<file path="config.mk">
export PLATFORM = sky130hd
export DESIGN_NAME = ssoc_seq
export DESIGN_NICKNAME = d
export VERILOG_FILES = /design/src/rtl/ssoc_pkg.sv /design/src/rtl/ssoc_ramp.sv /design/src/rtl/ssoc_skip.sv /design/src/rtl/ssoc_blank.sv /design/src/rtl/ssoc_seq.sv
export SDC_FILE = /design/constraint.sdc
export NUM_CORES = 1
export LEC_CHECK = 0
export ABC_AREA = 1
export BUFFER_PORTS_ARGS = -buffer_cell sky130_fd_sc_hd__buf_2
export CAP_MARGIN = 20
export CELL_PAD_IN_SITES_DETAIL_PLACEMENT = 0
export CELL_PAD_IN_SITES_GLOBAL_PLACEMENT = 1
export CORE_MARGIN = 8
export CORE_UTILIZATION = 40
export CTS_CLUSTER_DIAMETER = 100
export DETAILED_ROUTE_END_ITERATION = 8
export PLACE_DENSITY_LB_ADDON = 0.1
export SLEW_MARGIN = 30
export SYNTH_ARGS = -nofsm -noshare
export SYNTH_HDL_FRONTEND = slang
export SYNTH_SLANG_ARGS = --single-unit
</file>
<file path="constraint.sdc">
create_clock -name clk -period 1.85 [get_ports clk]
set_clock_uncertainty 0.15 [all_clocks]
set_input_delay 0.0925 -clock clk [delete_from_list [all_inputs] [get_ports clk]]
set_output_delay 0.0925 -clock clk [all_outputs]
set_load 0.005 [all_outputs]
</file>
<file path="src/rtl/ssoc_pkg.sv">
package ssoc_pkg;

    // Sequencer phase
    typedef enum logic [1:0] {
        SEQ_IDLE = 2'd0,
        SEQ_RAMP = 2'd1,
        SEQ_REG  = 2'd2,
        SEQ_HIC  = 2'd3
    } seq_state_t;

    // One current-limit observation taken at the end of blanking
    typedef struct packed {
        logic valid;
        logic over;
    } oc_sample_t;

endpackage

</file>
<file path="src/rtl/ssoc_ramp.sv">
module ssoc_ramp #(
    parameter int STEPS    = 64,
    parameter int STEP_CYC = 32,
    localparam int REF_W   = $clog2(STEPS + 1)
) (
    input  logic             clk,
    input  logic             rst,
    input  logic             clr,
    input  logic             tick,
    output logic [REF_W-1:0] ref_code,
    output logic             at_top
);
    localparam int SUB_W = (STEP_CYC > 1) ? $clog2(STEP_CYC) : 1;
    localparam logic [SUB_W-1:0] SUB_LAST = SUB_W'(STEP_CYC - 1);
    localparam logic [REF_W-1:0] TOP      = REF_W'(STEPS);

    logic [SUB_W-1:0] sub_q;
    logic [REF_W-1:0] ref_q;

    always_ff @(posedge clk) begin
        if (rst || clr) begin
            sub_q <= '0;
            ref_q <= '0;
        end else if (tick && ref_q != TOP) begin
            if (sub_q == SUB_LAST) begin
                sub_q <= '0;
                ref_q <= ref_q + 1'b1;
            end else begin
                sub_q <= sub_q + 1'b1;
            end
        end
    end

    assign ref_code = ref_q;
    assign at_top   = (ref_q == TOP);

    AST_REF_BOUND: assert property (@(posedge clk) disable iff (rst)
        ref_q <= TOP);
    AST_REF_STEP: assert property (@(posedge clk) disable iff (rst)
        (!$past(clr) && ref_q != $past(ref_q)) |-> ref_q == $past(ref_q) + 1'b1);

endmodule

</file>
<file path="src/rtl/ssoc_skip.sv">
module ssoc_skip #(
    parameter int MAX_SKIP = 7
) (
    input  logic clk,
    input  logic rst,
    input  logic clr,
    input  logic lvl_clr,
    input  logic strobe,
    input  logic fault,
    input  logic clean,
    output logic skip_now
);
    localparam int SK_W = $clog2(MAX_SKIP + 1);
    localparam logic [SK_W-1:0] MAX_L = SK_W'(MAX_SKIP);

    logic [SK_W-1:0] lvl_q, lvl_d;
    logic [SK_W-1:0] left_q, left_d;

    always_comb begin
        lvl_d  = lvl_q;
        left_d = left_q;
        if (strobe && left_q != '0)
            left_d = left_q - 1'b1;
        if (fault) begin
            lvl_d  = (lvl_q >= MAX_L) ? MAX_L : lvl_q + 1'b1;
            left_d = lvl_d;
        end else if (clean && lvl_q != '0) begin
            lvl_d = lvl_q - 1'b1;
        end
        if (lvl_clr)
            lvl_d = '0;
        if (clr) begin
            lvl_d  = '0;
            left_d = '0;
        end
    end

    always_ff @(posedge clk) begin
        if (rst) begin
            lvl_q  <= '0;
            left_q <= '0;
        end else begin
            lvl_q  <= lvl_d;
            left_q <= left_d;
        end
    end

    assign skip_now = (left_q != '0);

    AST_LEVEL_BOUND: assert property (@(posedge clk) disable iff (rst)
        lvl_q <= MAX_L && left_q <= MAX_L);
    AST_LEVEL_STEP: assert property (@(posedge clk) disable iff (rst)
        (!$past(clr) && !$past(lvl_clr) && lvl_q < $past(lvl_q)) |-> lvl_q == $past(lvl_q) - 1'b1);

endmodule

</file>
<file path="src/rtl/ssoc_blank.sv">
module ssoc_blank
    import ssoc_pkg::*;
#(
    parameter int BLANK_CLK = 20
) (
    input  logic       clk,
    input  logic       rst,
    input  logic       kill,
    input  logic       start,
    input  logic       oc_flag,
    output logic       win,
    output oc_sample_t samp
);
    localparam int BW = $clog2(BLANK_CLK + 1);
    localparam logic [BW-1:0] LEN = BW'(BLANK_CLK);

    logic [BW-1:0] cnt_q;

    always_ff @(posedge clk) begin
        if (rst || kill)
            cnt_q <= '0;
        else if (start)
            cnt_q <= LEN;
        else if (cnt_q != '0)
            cnt_q <= cnt_q - 1'b1;
    end

    assign win        = (cnt_q != '0);
    assign samp.valid = (cnt_q == BW'(1));
    assign samp.over  = oc_flag;

    AST_SAMPLE_ONCE: assert property (@(posedge clk) disable iff (rst)
        samp.valid |=> !samp.valid);

endmodule

</file>
<file path="src/rtl/ssoc_seq.sv">
module ssoc_seq
    import ssoc_pkg::*;
#(
    parameter int STEPS      = 64,
    parameter int STEP_CYC   = 32,
    parameter int HICCUP_CYC = 2048,
    parameter int BLANK_CLK  = 20,
    parameter int MAX_SKIP   = 7,
    localparam int REF_W     = $clog2(STEPS + 1)
) (
    input  logic             clk,
    input  logic             rst,
    input  logic             en,
    input  logic             cyc_strobe,
    input  logic             oc_flag,
    output logic [REF_W-1:0] ref_code,
    output logic             pulse_allow,
    output logic             blank_win,
    output logic             st_softstart,
    output logic             st_regulate,
    output logic             st_hiccup
);
    localparam int HIC_W = (HICCUP_CYC > 1) ? $clog2(HICCUP_CYC) : 1;
    localparam logic [HIC_W-1:0] HIC_LAST = HIC_W'(HICCUP_CYC - 1);

    seq_state_t       st_q, st_d;
    oc_sample_t       samp;
    logic [HIC_W-1:0] hic_q;
    logic             pulse_q, skip_now, at_top;
    logic             active, strobe_act, fire;
    logic             hit, fault_reg, fault_ramp, clean_ramp, hic_done;

    assign active     = (st_q == SEQ_RAMP) || (st_q == SEQ_REG);
    assign strobe_act = cyc_strobe && active && en;
    assign fire       = strobe_act && !skip_now;
    assign hit        = samp.valid && pulse_q && en;
    assign fault_reg  = hit && samp.over && (st_q == SEQ_REG);
    assign fault_ramp = hit && samp.over && (st_q == SEQ_RAMP);
    assign clean_ramp = hit && !samp.over && (st_q == SEQ_RAMP);
    assign hic_done   = cyc_strobe && (st_q == SEQ_HIC) && (hic_q == HIC_LAST);

    always_comb begin
        st_d = st_q;
        case (st_q)
            SEQ_IDLE: st_d = SEQ_RAMP;
            SEQ_RAMP: if (at_top)    st_d = SEQ_REG;
            SEQ_REG:  if (fault_reg) st_d = SEQ_HIC;
            SEQ_HIC:  if (hic_done)  st_d = SEQ_RAMP;
            default:  st_d = SEQ_IDLE;
        endcase
        if (!en)
            st_d = SEQ_IDLE;
    end

    always_ff @(posedge clk) begin
        if (rst) begin
            st_q    <= SEQ_IDLE;
            hic_q   <= '0;
            pulse_q <= 1'b0;
        end else begin
            st_q <= st_d;
            if (st_q != SEQ_HIC)
                hic_q <= '0;
            else if (cyc_strobe)
                hic_q <= hic_q + 1'b1;
            if (!en || !active || (hit && samp.over))
                pulse_q <= 1'b0;
            else if (cyc_strobe)
                pulse_q <= !skip_now;
        end
    end

    ssoc_ramp #(.STEPS(STEPS), .STEP_CYC(STEP_CYC)) u_ramp (
        .clk      (clk),
        .rst      (rst),
        .clr      (!en || st_q == SEQ_IDLE || st_q == SEQ_HIC || fault_reg),
        .tick     (cyc_strobe && st_q == SEQ_RAMP && en),
        .ref_code (ref_code),
        .at_top   (at_top)
    );

    ssoc_skip #(.MAX_SKIP(MAX_SKIP)) u_skip (
        .clk      (clk),
        .rst      (rst),
        .clr      (!en || st_q == SEQ_IDLE || st_q == SEQ_HIC || fault_reg),
        .lvl_clr  (st_q == SEQ_REG),
        .strobe   (strobe_act),
        .fault    (fault_ramp),
        .clean    (clean_ramp),
        .skip_now (skip_now)
    );

    ssoc_blank #(.BLANK_CLK(BLANK_CLK)) u_blank (
        .clk     (clk),
        .rst     (rst),
        .kill    (!en),
        .start   (fire),
        .oc_flag (oc_flag),
        .win     (blank_win),
        .samp    (samp)
    );

    assign pulse_allow  = pulse_q;
    assign st_softstart = (st_q == SEQ_RAMP);
    assign st_regulate  = (st_q == SEQ_REG);
    assign st_hiccup    = (st_q == SEQ_HIC);

    AST_FAULT_OFF: assert property (@(posedge clk) disable iff (rst)
        (hit && samp.over) |=> !pulse_allow);
    AST_HIC_NO_PULSE: assert property (@(posedge clk) disable iff (rst)
        (st_q == SEQ_HIC) |-> (!pulse_allow && ref_code == '0));
    AST_REG_AT_TOP: assert property (@(posedge clk) disable iff (rst)
        (st_q == SEQ_REG) |-> ref_code == REF_W'(STEPS));
    AST_DISABLE_IDLE: assert property (@(posedge clk) disable iff (rst)
        !en |=> (ref_code == '0 && !pulse_allow && !blank_win && st_q == SEQ_IDLE));

endmodule

</file>
### Yosys cells after proc, flatten, opt, wreduce, memory -nomap -nowiden

Cells that the tools add are included.

| word-level totals | value |
|---|---|
| register bits after elaboration | 37 |
| latch bits | 0 |
| RAM bits | 0 |
| ROM bits | 0 |
| output and inout port bits | 12 |
| logic and storage cells | 86 |
| memories | 0 |

| cells by class | value |
|---|---|
| add/sub/neg operators | 7 |
| multiply operators | 0 |
| divide/modulo/power cells | 0 |
| order comparisons | 1 |
| eq/ne operators | 12 |
| shift-type cells | 0 |
| multiplexer cells | 12 |
| bitwise operators | 1 |
| reductions and logical operators | 44 |

Operators by type and width:

| kind | number |
|---|---|
| $logic_and A1 B1 Y1 | 17 |
| $mux W3 | 5 |
| $mux W5 | 3 |
| $add A11 B1 Y11 const B | 1 |
| $eq A11 B11 Y1 const B | 1 |
| $reduce_or A2 Y1 | 5 |
| $logic_or A1 B1 Y1 | 8 |
| $pmux W2 S4 | 1 |
| $add A7 B1 Y7 const B | 1 |
| $eq A7 B7 Y1 const B | 1 |
| $ne A7 B7 Y1 const B | 1 |
| $mux W2 | 3 |
| $ne A2 B1 Y1 const B | 3 |
| $reduce_bool A2 Y1 | 3 |
| $reduce_bool A3 Y1 | 2 |
| $sub A3 B1 Y3 const B | 2 |
| $add A5 B1 Y5 const B | 1 |
| $eq A5 B1 Y1 const B | 1 |
| $eq A5 B5 Y1 const B | 1 |
| $reduce_bool A5 Y1 | 1 |
| $sub A5 B1 Y5 const B | 1 |
| $eq A2 B2 Y1 const B | 2 |
| $logic_not A1 Y1 | 4 |
| $add A3 B1 Y3 const B | 1 |
| other kinds (8) | 8 |

### Depth between registers and ports, before layout

Gate-level depths: netlist of the first run.

| logic depth | value |
|---|---|
| depth after elaboration | 8 |
| depth in mapped cells | 11 |
| depth with buffers taken out | 11 |

### By module

Synthesis of the first run repeated with hierarchy kept, for this count alone.

| second synthesis, totals | value |
|---|---|
| cell total of the unflattened synthesis | 331 |
| area total of the unflattened synthesis | 2277.2 um2 |

By module, submodules not included:

| module | times used | cells an instance | area each (um2) | seq. area each (um2) |
|---|---|---|---|---|
| ssoc_seq | 1 | 115 | 798.3 | 280.3 |
| ssoc_ramp | 1 | 111 | 714.4 | 240.2 |
| ssoc_skip | 1 | 65 | 457.9 | 120.1 |
| ssoc_blank | 1 | 40 | 306.5 | 100.1 |

### Least setup slack after synthesis of the first run

Ideal clock, no wire load.

| path | value |
|---|---|
| kind | reg-to-reg |
| from | register st_q[0] |
| to | register u_skip.left_q[1] |
| library setup time | 114 ps |
| arrival time | 1369 ps |
| path slack | 217 ps |
| stages on the path, launching flop included | 9 |
| path buffers | 0 |
| period minus slack after synthesis | 1633 ps |
| cells stage by stage | dfxtp_1 > inv_1 > ha_1 > nand3_1 > nor2_1 > inv_1 > nand2_1 > nand3_1 > nor2b_2 |

| on the way | value |
|---|---|
| longest elaborated chain between the ends | 6 |
| elaborated cells between the ends (all ways) | 16 |
| classes of those cells | eq/ne: 3; mux: 1; reduce/logical: 12 |

Ends and longest elaborated chain:

| element | RTL line | source |
|---|---|---|
| from (decl) | ssoc_seq.sv:26 | `seq_state_t st_q, st_d;` |
| from (signal assigned) | ssoc_seq.sv:61 | `st_q <= st_d;` |
| $eq A2 B1 Y1 / $eq A2 B2 Y1 (equally long branches) | ssoc_seq.sv:33, ssoc_seq.sv:38, ssoc_seq.sv:37 |  |
| $logic_or A1 B1 Y1 | ssoc_seq.sv:33 | `assign active = (st_q == SEQ_RAMP) \|\| (st_q == SEQ_REG);` |
| $logic_and A1 B1 Y1 (2 in series) | ssoc_seq.sv:34 | `assign strobe_act = cyc_strobe && active && en;` |
| $logic_and A1 B1 Y1 | ssoc_skip.sv:22 | `if (strobe && left_q != '0)` |
| $reduce_bool A2 Y1 (no source line) | n/a |  |
| to (signal assigned) | ssoc_skip.sv:44 | `left_q <= left_d;` |
| to (decl) | ssoc_skip.sv:17 | `logic [SK_W-1:0] left_q, left_d;` |

Several ways; a longest one is shown, not always the timed one.
A chain may end at the register's enable or synchronous reset.

### Worst setup path after layout of the first run

| path | value |
|---|---|
| from | register st_q[1] |
| to | register u_ramp.ref_q[4] (netlist: u_ramp.ref_code[4]) |

| on the way | value |
|---|---|
| longest elaborated chain between the ends | 5 |
| elaborated cells between the ends (all ways) | 13 |
| classes of those cells | eq/ne: 3; reduce/logical: 10 |

Ends and longest elaborated chain:

| element | RTL line | source |
|---|---|---|
| $eq A2 B1 Y1 / $logic_not A2 Y1 (equally long branches) | ssoc_seq.sv:77, ssoc_seq.sv:76 |  |
| $logic_and A1 B1 Y1 / $logic_or A1 B1 Y1 (equally long branches) (2 in series) | ssoc_seq.sv:77, ssoc_seq.sv:76 |  |
| $logic_and A1 B1 Y1 / $logic_or A1 B1 Y1 (equally long branches) | ssoc_ramp.sv:24, ssoc_seq.sv:76 |  |
| $reduce_and A2 Y1 (no source line) / $logic_or A1 B1 Y1 (equally long branches) | n/a |  |
| to (signal assigned) | ssoc_ramp.sv:27 | `ref_q <= ref_q + 1'b1;` |
| to (decl) | ssoc_ramp.sv:18 | `logic [REF_W-1:0] ref_q;` |

Several ways; a longest one is shown, not always the timed one.

==> qor.yml, run 1 <==
first_global_vias: 1727
synth-edff-count: 0
grt.total_usage_pct: 12.2
pre_cts_slack_ps: 63.1
area_used_by_sequential_logic_in_the_layout_um2: 742
postRouteAntennaNets: 0
pwr_density_cell_nw_per_um2: 813
worst_reg2reg_path_depth: 8
post_route_cells_drive_above_1_share_pct: 18.0
hold_path_end: "u_blank.cnt_q[2]"
yosysWarningCount: 0
gr-total-overflow: 0
worstReg2RegStart: "st_q[1]"
routed_wirelength_um: 4440
dr_wl_met2_um: 2020
critPathMaxFanout: 5
worst-slew-pin-transition_ps: 406
cts_tree: "yes"
final_number_of_hold_violating_endpoints: 0
detail_route.wirelength.met1_um: 2210
drt-pass1-iter-count: 4
netlist_top_cells_count: "54 x nand2_1, 38 x inv_1, 37 x dfxtp_1, 37 x nor2_1, 23 x a21oi_1"
static_leakage_nw: 1.05
numClockSinks: 37
dr_drc_count: 0
antenna_violations_before_repair: 0
vias_per_cell: 4.67
fmax_ghz: 0.590
ctsHtreeMaxLevel: 2
syn_nets: 315
finish.net_count: 345
synth_top_cell_area_share_pct: 34.4
multi_input_comb_area_um2: 1260
max-clock-path-buffers: 2
die-width_um: 89.4
synth_area_per_cell_um2: 7.40
setup_violations: 0
synthMostInstantiatedCell: "nand2_1"
io_buffers: 16
cap_violations: 0
worst_hold_path_type: "input port to flop"
syn_inst: 291
cts_root_buffer_type: "clkbuf_8"
wl_met3_um: 146
netlist_area_um2: 2150
seq_area_frac_synth_pct: 34.4
synth-main-ff-cell: "dfxtp_1"
rsz0062_at_grt: "yes"
layout_stage_area_growth_over_the_synthesis_result_pct: 15.2
timing.final.crit_period_ps: 1700
globalplace.congestion: 0.748
critical_path.startpoint_type: "flop"
min_delay_path_depth: 3
yosysTopAreaCell: "dfxtp_1"
slew_violations: 0
place_hpwl_um: 3440
worstSetupEndpointType: "flop"
reg2reg_slack_ps: 150
cts_setup_buffers: 0
ys_async_sr_fraction_pct: 0
critical_path_arrival_ps: 1730
worstHoldStart: "en"
wire_per_inst_um: 11.3
die_height_um: 89.4
pin_count: 17
worst_ep_required_time_ps: 1880
max-vdd-ir-drop_v: 0.000676
design.core.area_um2: 5140
filler_cell_count: 579
r2r-end: "u_ramp.ref_code[4]"
clk-insertion-delay-late_ps: 290
pin_count_of_the_biggest_net_entering_global_routing: 13
total_negative_setup_slack_ps: 0
setup_slack_ps: 154
route.top_layer_used: "met4"
via_count: 1831
total_power_mw: 2.02
antennaDiodeCount: 0
timing.max_slew.rel_slack_pct: 72.7
netlist_top_cells_area: "dfxtp_1 34%, ha_1 11%, nand2_1 9.4%"
synth.lib_cells_used.distinct: 37
ys_ff_latch: 37
cts-buffers-inserted: 5
start_util_pct: 41.9
placement_rows: 26
cts.reportedPaths.clkPinSlew_ps: 80
path_class: "flop to flop"
die_area_um2: 7990
final.period_utilization_pct: 91.7
dr.first_iter.drc_count: 54
status: "finished, final reports clean"
wire_length_of_the_first_global_routing_pass_um: 7710
-- critical path: stages (launching register included) --
cell and delay (ps):
dfxtp_1 350, inv_2 100, ha_1 160, nand2_1 70, nor2_2 140, nand3_1 180, buf_4 200, nor3b_1 170
nor2_1 70
-- placed cells by master (no fill, tap or decap), types with 4 or more instances in the layout --
| cell | n |
|---|---|
| buf_2 | 16 |
| inv_1 | 37 |
| xor2_1 | 8 |
| nand2_1 | 53 |
| nor2_1 | 36 |
| dfxtp_1 | 36 |
| a21oi_1 | 23 |
| ha_1 | 18 |
| buf_4 | 7 |
| nor3_1 | 5 |
| nor2_2 | 6 |
| nand3_1 | 18 |
| o21ai_0 | 8 |
| clkbuf_8 | 5 |
| nand4_1 | 4 |
-- kinds of logic after synthesis --
kind of cell             count (synthesis)  synth area share (%)
buffers and inverters                   42                  8.07
AO/OA/AOI/OAI                           47                  12.6
AND/OR/NAND/NOR                        137                  30.3
adder cells (fa/ha/maj)                 19                  11.0
XOR/XNOR                                 9                  3.66
flip-flops                              37                  34.4
-- flip-flops by register name, indices dropped and copies added, names as in the netlist --
| register | cells |
|---|---|
| hic_q | 11 |
| u_ramp.ref_code | 7 |
| u_blank.cnt_q | 5 |
| u_ramp.sub_q | 5 |
| u_skip.left_q | 3 |
| u_skip.lvl_q | 3 |
| st_q | 2 |
| pulse_allow | 1 |
-- stage by stage --
stage	hold slack [ps]	util (%)	std cells	instance area, um2
after floorplan	137	-	291	2150
after CTS	57.2	47.8	392	2460
after detailed placement	281	45.8	382	2360
after global routing	65.5	48.3	392	2480
after global placement	285	45.8	382	2360
final	62.1	48.3	392	2480
-- power by group --
group          leakage (nW)  switching [mW]  total (mW)  internal, mW
Combinational         0.705           0.346       0.567         0.221
Sequential            0.299          0.0549       0.903         0.848
Clock                0.0450           0.288       0.549         0.261
-- metal layers --
layer  track usage [%]  vias to the layer above
met5                 0                        -
met1              14.6                      807
met4              4.08                        0
met3              3.40                        6
li1                  -                     1004
met2              20.2                       14
-- area by class of cell --
class                   instances  area share (%)
multi-input cells             212            50.9
well taps                      70            3.53
repair buffers                 25            6.15
clock buffers                   6            2.92
flip-flops and latches         37            29.9
clock inverters                 2           0.403
inverters                      40            6.25
-- worst max-delay path by stage --
| stage | endpoint | slack [ps] | cells after the start | from |
|---|---|---|---|---|
| 3_3_place_gp | u_skip.left_q[1] | 110 | 8 | st_q[0] |
| 4_1_cts | u_skip.left_q[1] | 50 | 8 | st_q[0] |
| 5_1_grt | u_skip.lvl_q[2] | -30 | 8 | u_blank.cnt_q[1] |
| 2_1_floorplan | u_skip.left_q[1] | 220 | 8 | st_q[0] |
| 6_report | u_ramp.ref_code[4] | 150 | 8 | st_q[1] |
| 3_5_place_dp | u_skip.left_q[1] | 60 | 8 | st_q[0] |
-- what timing repair did --
action / in CTS / in global routing
endpoints found under the hold margin: 3 / 0
hold buffers: 2 / 0
gates resized for setup: 0 / 6
endpoints found under the setup margin: 0 / 5
Note: power is estimated with default switching activity, not from simulation.
==> inputs of run 2 (changes only) <==
--- a/config.mk
+++ b/config.mk
@@ -14,7 +14,7 @@
 export CORE_UTILIZATION = 40
 export CTS_CLUSTER_DIAMETER = 100
 export DETAILED_ROUTE_END_ITERATION = 8
-export PLACE_DENSITY_LB_ADDON = 0.1
+export PLACE_DENSITY = 0.74
 export SLEW_MARGIN = 30
 export SYNTH_ARGS = -nofsm -noshare
 export SYNTH_HDL_FRONTEND = slang
==> qor.yml, run 2 (synthesis gave the netlist of run 1 again) <==
worstSetupEndpointType: "flop"  # unchanged
timing.critical_path.slowest_stage_cell: "dfxtp_1"  # unchanged
worstHoldStart: "en"  # unchanged
cap_violations: 0  # unchanged
timing.critical_path.slowest_cell_delay_ps: 320  # was 350 ps
placement_rows: 26  # unchanged
cts_tree: "yes"  # unchanged
setup_violations: 0  # unchanged
routed_wirelength_um: 4510  # was 4440 um
worst_ep_required_time_ps: 1890  # was 1880 ps
critical_path.startpoint_type: "flop"  # unchanged
design.core.area_um2: 5140  # unchanged
cts_setup_buffers: 0  # unchanged
max-clock-path-buffers: 2  # unchanged
reg2reg_slack_ps: 140  # was 150 ps
start_util_pct: 41.9  # unchanged
min_delay_path_depth: 3  # unchanged
gr-total-overflow: 0  # unchanged
final.period_utilization_pct: 92.2  # was 91.7%
total_negative_setup_slack_ps: 0  # unchanged
worst_hold_path_type: "input port to flop"  # unchanged
cts.reportedPaths.clkPinSlew_ps: 70  # was 80 ps
first_global_vias: 1786  # was 1727
post_route_cells_drive_above_1_share_pct: 18.5  # was 18.0%
wire_length_of_the_first_global_routing_pass_um: 7880  # was 7710 um
wire_per_inst_um: 11.4  # was 11.3 um
dr_drc_count: 0  # unchanged
worstReg2RegStart: "u_blank.cnt_q[1]"  # was st_q[1]
path_class: "flop to flop"  # unchanged
die_area_um2: 7990  # unchanged
die_height_um: 89.4  # unchanged
max-vdd-ir-drop_v: 0.000697  # was 0.000676 V
detailed_place.area_um2: 2380  # was 2360 um2
dr.first_iter.drc_count: 57  # was 54
numClockSinks: 37  # unchanged
rsz0062_at_grt: "no"  # was yes
drt-pass1-iter-count: 4  # unchanged
final_cell_mix: "53 x nand2_1, 38 x inv_1, 36 x nor2_1, 36 x dfxtp_1, 23 x a21oi_1"  # was 53 x nand2_1, 37 x inv_1, 36 x nor2_1, 36 x dfxtp_1, 23 x a21oi_1
cp_common_cell: "nand3_1"
pin_count_of_the_biggest_net_entering_global_routing: 13  # unchanged
postRouteAntennaNets: 0  # unchanged
pin_count: 17  # unchanged
clk-insertion-delay-late_ps: 290  # about the same
static_leakage_nw: 1.07  # was 1.05 nW
place_hpwl_um: 3550  # was 3440 um
via_count: 1861  # was 1831
crit_path_cell_trace: "inv_1 > ha_1 > nand3_1 > nor2_2 > nand3_1 > nand2_2 > nand3_1 > nor2b_2"  # was inv_2 > ha_1 > nand2_1 > nor2_2 > nand3_1 > buf_4 > nor3b_1 > nor2_1
pwr_density_cell_nw_per_um2: 806  # was 813 nW/um2
ctsHtreeMaxLevel: 2  # unchanged
worst_reg2reg_path_depth: 8  # unchanged
globalplace.congestion: 0.778  # was 0.748
fmax_ghz: 0.586  # was 0.590 GHz
timing.final.crit_period_ps: 1710  # was 1700 ps
cts_root_buffer_type: "clkbuf_8"  # unchanged
finish.net_count: 348  # was 345
critical_path.top_delay_family: "simple AND/OR/NAND/NOR gates"  # unchanged
critPathMaxFanout: 4  # was 5
vias_per_cell: 4.71  # was 4.67
layout_stage_area_growth_over_the_synthesis_result_pct: 15.9  # was 15.2%
max_flop_register: "hic_q"  # unchanged
die-width_um: 89.4  # unchanged
worst-slew-pin-transition_ps: 377  # was 406 ps
hold_path_end: "u_blank.cnt_q[2]"  # unchanged
antenna_violations_before_repair: 0  # unchanged
timing.max_slew.rel_slack_pct: 74.6  # was 72.7%
layout_commonest_cell: "nand2_1"  # unchanged
io_buffers: 16  # unchanged
r2r-end: "u_skip.left_q[1]"  # was u_ramp.ref_code[4]
grt.total_usage_pct: 12.6  # was 12.2%
flip_flop_count_of_the_largest_register_after_layout: 11  # unchanged
status: "finished, final reports clean"  # unchanged
antennaDiodeCount: 0  # unchanged
critical_path.n_buffers_inverters: 1  # was 2
slew_violations: 0  # unchanged
final_number_of_hold_violating_endpoints: 0  # unchanged
critical_path_arrival_ps: 1740  # was 1730 ps
cts-buffers-inserted: 5  # unchanged
stdcell_area_um2: 2500  # was 2480 um2
==> run 2: worst max-delay path by stage <==
stage                           startpoint               end  slack, ps  depth (start not counted)
after global placement             st_q[0]  u_skip.left_q[1]         30                          8
after CTS                          st_q[0]  u_skip.left_q[1]         50                          8
after floorplan                    st_q[0]  u_skip.left_q[1]        220                          8
after detailed placement           st_q[0]  u_skip.left_q[1]         60                          8
after global routing      u_blank.cnt_q[1]  u_skip.left_q[1]          3                          8
final                     u_blank.cnt_q[1]  u_skip.left_q[1]        140                          8
==> run 2: stage by stage <==
| stage | util, % | setup slack (ps) | instances | hold WS [ps] | power (mW) |
|---|---|---|---|---|---|
| after floorplan | - | 217 | 291 | 137 | 1.33 |
| after global placement | 46.3 | 33.8 | 385 | 286 | 1.48 |
| after detailed placement | 46.3 | 62.9 | 385 | 289 | 1.48 |
| after CTS | 48.3 | 46.9 | 395 | 59.8 | 2.04 |
| after global routing | 48.6 | 2.59 | 395 | 72.5 | 2.16 |
| final | 48.6 | 144 | 395 | 72.7 | 2.01 |
==> run 2: timing repair <==
action | in CTS | in global routing
gates resized for setup | 0 | 5
hold buffers | 2 | 0
endpoints found under the hold margin | 2 | 0
setup endpoints to repair | 0 | 14
==> run 2: report_power, final <==
group | switching [mW] | total, mW | internal [mW]
clock network | 0.284 | 0.546 | 0.261
logic | 0.347 | 0.567 | 0.219
registers | 0.0529 | 0.901 | 0.849
==> run 2: metal layers <==
layer  track usage [%]  wire, um  vias up
met5                 0         0        -
met4              4.08        60        0
met3              4.14       198        6
met2              20.1      1900       24
met1              15.4      2350      813
li1                  -         -     1018
==> run 2: layout make-up <==
class,count,area [um2]
inverters,40,155
well taps,70,87.6
clock buffers,6,72.6
repair buffers,28,175
multi-input cells,212,1250
clock inverters,2,10.0
flip-flops and latches,37,742
fillers,549,2640
==> run 2: worst reg2reg max path: stages, from the launching register on <==
cell	delay, ps
dfxtp_1	320
inv_1	90
ha_1	200
nand3_1	140
nor2_2	170
nand3_1	170
nand2_2	130
nand3_1	80
nor2b_2	150
==> inputs of run 3 (changes only) <==
--- a/config.mk
+++ b/config.mk
@@ -11,10 +11,11 @@
 export CELL_PAD_IN_SITES_DETAIL_PLACEMENT = 0
 export CELL_PAD_IN_SITES_GLOBAL_PLACEMENT = 1
 export CORE_MARGIN = 8
-export CORE_UTILIZATION = 40
+export CORE_UTILIZATION = 30
 export CTS_CLUSTER_DIAMETER = 100
 export DETAILED_ROUTE_END_ITERATION = 8
-export PLACE_DENSITY = 0.74
+export PLACE_DENSITY = 0.59
+export RECOVER_POWER = 100
 export SLEW_MARGIN = 30
 export SYNTH_ARGS = -nofsm -noshare
 export SYNTH_HDL_FRONTEND = slang
==> qor.yml, run 3 (synthesis gave the netlist of run 1 again) <==
status: "finished, final reports clean"  # unchanged
finish.net_count: 349  # was 348
worst_hold_path_type: "input port to flop"  # unchanged
dr_drc_count: 0  # unchanged
critical_path.startpoint_type: "flop"  # unchanged
drt-pass1-iter-count: 4  # unchanged
numClockSinks: 37  # unchanged
filler_cell_count: 776  # was 549
final.period_utilization_pct: 91.9  # was 92.2%
cts_tree: "yes"  # unchanged
layout_commonest_cell: "nand2_1"  # unchanged
pwr_density_cell_nw_per_um2: 799  # was 806 nW/um2
antennaDiodeCount: 0  # unchanged
multi_input_comb_area_um2: 1270  # was 1250 um2
setup_slack_ps: 149  # was 144 ps
vias_per_cell: 4.37  # was 4.71
cts-buffers-inserted: 5  # unchanged
globalplace.congestion: 0.785  # was 0.778
pin_count_of_the_biggest_net_entering_global_routing: 13  # unchanged
dp.cells: 415  # was 385
max_flop_register: "hic_q"  # unchanged
cts.reportedPaths.clkPinSlew_ps: 70  # about the same
gr-total-overflow: 0  # unchanged
finished_core_util_pct: 35.7  # was 48.6%
pre_cts_slack_ps: 66.1  # was 62.9 ps
worstReg2RegStart: "st_q[0]"  # was u_blank.cnt_q[1]
max-clock-path-buffers: 2  # unchanged
path_class: "flop to flop"  # unchanged
post_route_cells_drive_above_1_share_pct: 16.6  # was 18.5%
antenna_violations_before_repair: 0  # unchanged
worst_reg2reg_path_depth: 9  # was 8
cap_violations: 0  # unchanged
worst_ep_required_time_ps: 1930  # was 1890 ps
layout_stage_area_growth_over_the_synthesis_result_pct: 17.5  # was 15.9%
min_delay_path_depth: 3  # unchanged
slew_violations: 0  # unchanged
via_count: 1859  # was 1861
die_area_um2: 10100  # was 7990 um2
critical_path_arrival_ps: 1780  # was 1740 ps
postRouteAntennaNets: 0  # unchanged
total_negative_setup_slack_ps: 0  # unchanged
timing.final.crit_period_ps: 1700  # was 1710 ps
critPathMaxFanout: 5  # was 4
routed_wirelength_um: 4680  # was 4510 um
first_global_vias: 1848  # was 1786
worstHoldStart: "en"  # unchanged
timing.critical_path.slowest_stage_cell: "dfxtp_1"  # unchanged
setup_violations: 0  # unchanged
worst-slew-pin-transition_ps: 372  # was 377 ps
crit_path_cell_trace: "inv_1 > ha_4 > nand3_1 > nor2_2 > inv_1 > nand2_1 > buf_4 > o21ai_2 > nor2b_2"  # was inv_1 > ha_1 > nand3_1 > nor2_2 > nand3_1 > nand2_2 > nand3_1 > nor2b_2
start_util_pct: 30.4  # was 41.9%
pin_count: 17  # unchanged
cts_root_buffer_type: "clkbuf_8"  # unchanged
die-width_um: 101  # was 89.4 um
total_power_mw: 2.02  # was 2.01 mW
clk-insertion-delay-late_ps: 290  # about the same
final_cell_mix: "54 x nand2_1, 37 x inv_1, 37 x dfxtp_1, 36 x nor2_1, 23 x a21oi_1"  # was 53 x nand2_1, 38 x inv_1, 36 x nor2_1, 36 x dfxtp_1, 23 x a21oi_1
reg2reg_slack_ps: 150  # was 140 ps
wire_per_inst_um: 11.0  # was 11.4 um
final_number_of_hold_violating_endpoints: 0  # unchanged
hold_path_end: "u_blank.cnt_q[2]"  # unchanged
cp_common_cell: "inv_1"  # was nand3_1
placement_rows: 31  # was 26
ctsHtreeMaxLevel: 2  # unchanged
rsz0062_at_grt: "no"  # unchanged
die_height_um: 101  # was 89.4 um
timing.critical_path.slowest_cell_delay_ps: 420  # was 320 ps
design.core.area_um2: 7100  # was 5140 um2
layout.cells.non_filler: 425  # was 395
worstSetupEndpointType: "flop"  # unchanged
static_leakage_nw: 1.04  # was 1.07 nW
flip_flop_count_of_the_largest_register_after_layout: 11  # unchanged
place_hpwl_um: 3670  # was 3550 um
area_used_by_sequential_logic_in_the_layout_um2: 741  # was 742 um2
dr.first_iter.drc_count: 70  # was 57
fmax_ghz: 0.588  # was 0.586 GHz
timing.max_slew.rel_slack_pct: 75.0  # was 74.6%
r2r-end: "u_skip.left_q[1]"  # unchanged
io_buffers: 16  # unchanged
wire_length_of_the_first_global_routing_pass_um: 8210  # was 7880 um
max-vdd-ir-drop_v: 0.000404  # was 0.000697 V
grt.total_usage_pct: 10.0  # was 12.6%
## run 3: changes by cell type in the layout (fill, tap and decap cells not counted), moves of 2 or more
| cell | previous run | this run |
|---|---|---|
| o21ai_1 | 3 | 5 |
| buf_4 | 10 | 8 |
| clkbuf_1 | 1 | 9 |
| buf_2 | 16 | 11 |
| inv_2 | 1 | 3 |
| o21ai_0 | 8 | 6 |
## run 3: repair_timing
action / in CTS / in global routing
setup endpoints to repair: 0 / 16
hold buffers: 2 / 0
resized for setup: 0 / 9
hold endpoints to repair: 2 / 0
buffers inserted: 0 / 0
## run 3: layout make-up
class / instances / share of cell area (%)
clock buffer: 6 / 2.87
clock inverter: 2 / 0.395
inverter: 40 / 5.93
multi-input combinational: 212 / 50.1
sequential: 37 / 29.2
tap: 99 / 4.89
timing repair buffer: 29 / 6.52
## run 3: critical path: cells and delay by family, from the launching register on
kind	cells	cell delay [ps]
DFF	1	420
AOI/OAI and AO/OA	1	50
buffers and inverters	3	310
adders and majority gates	1	300
and+or+nand+nor	4	420
## run 3: power by group
| part | internal [mW] | leakage [nW] | switching [mW] |
|---|---|---|---|
| clock network | 0.262 | 0.0450 | 0.298 |
| registers | 0.848 | 0.299 | 0.0529 |
| logic | 0.215 | 0.696 | 0.349 |
## run 3: worst max path at each step
stage,depth (start not counted),startpoint,end
2_1_floorplan,8,st_q[0],u_skip.left_q[1]
3_3_place_gp,8,st_q[0],u_skip.left_q[1]
3_5_place_dp,8,st_q[0],u_skip.left_q[1]
4_1_cts,8,st_q[0],u_skip.left_q[1]
5_1_grt,8,st_q[0],u_skip.left_q[1]
6_report,9,st_q[0],u_skip.left_q[1]
## run 3: per-stage QoR
| stage | area, um2 | hold WS [ps] |
|---|---|---|
| after detailed placement | 2420 | 295 |
| after floorplan | 2150 | 137 |
| after CTS | 2520 | 51.5 |
| final | 2530 | 55.9 |
| after global routing | 2530 | 76.7 |
| after global placement | 2420 | 290 |
## run 3: layer usage
layer | share of wire [%] | GRT usage [%] | vias up
met3 | 4.3 | 3.04 | 6
met2 | 45 | 17.1 | 20
met4 | 1.5 | 3.49 | 0
li1 | - | - | 1015
met1 | 49 | 11.5 | 818
met5 | 0 | 0 | -
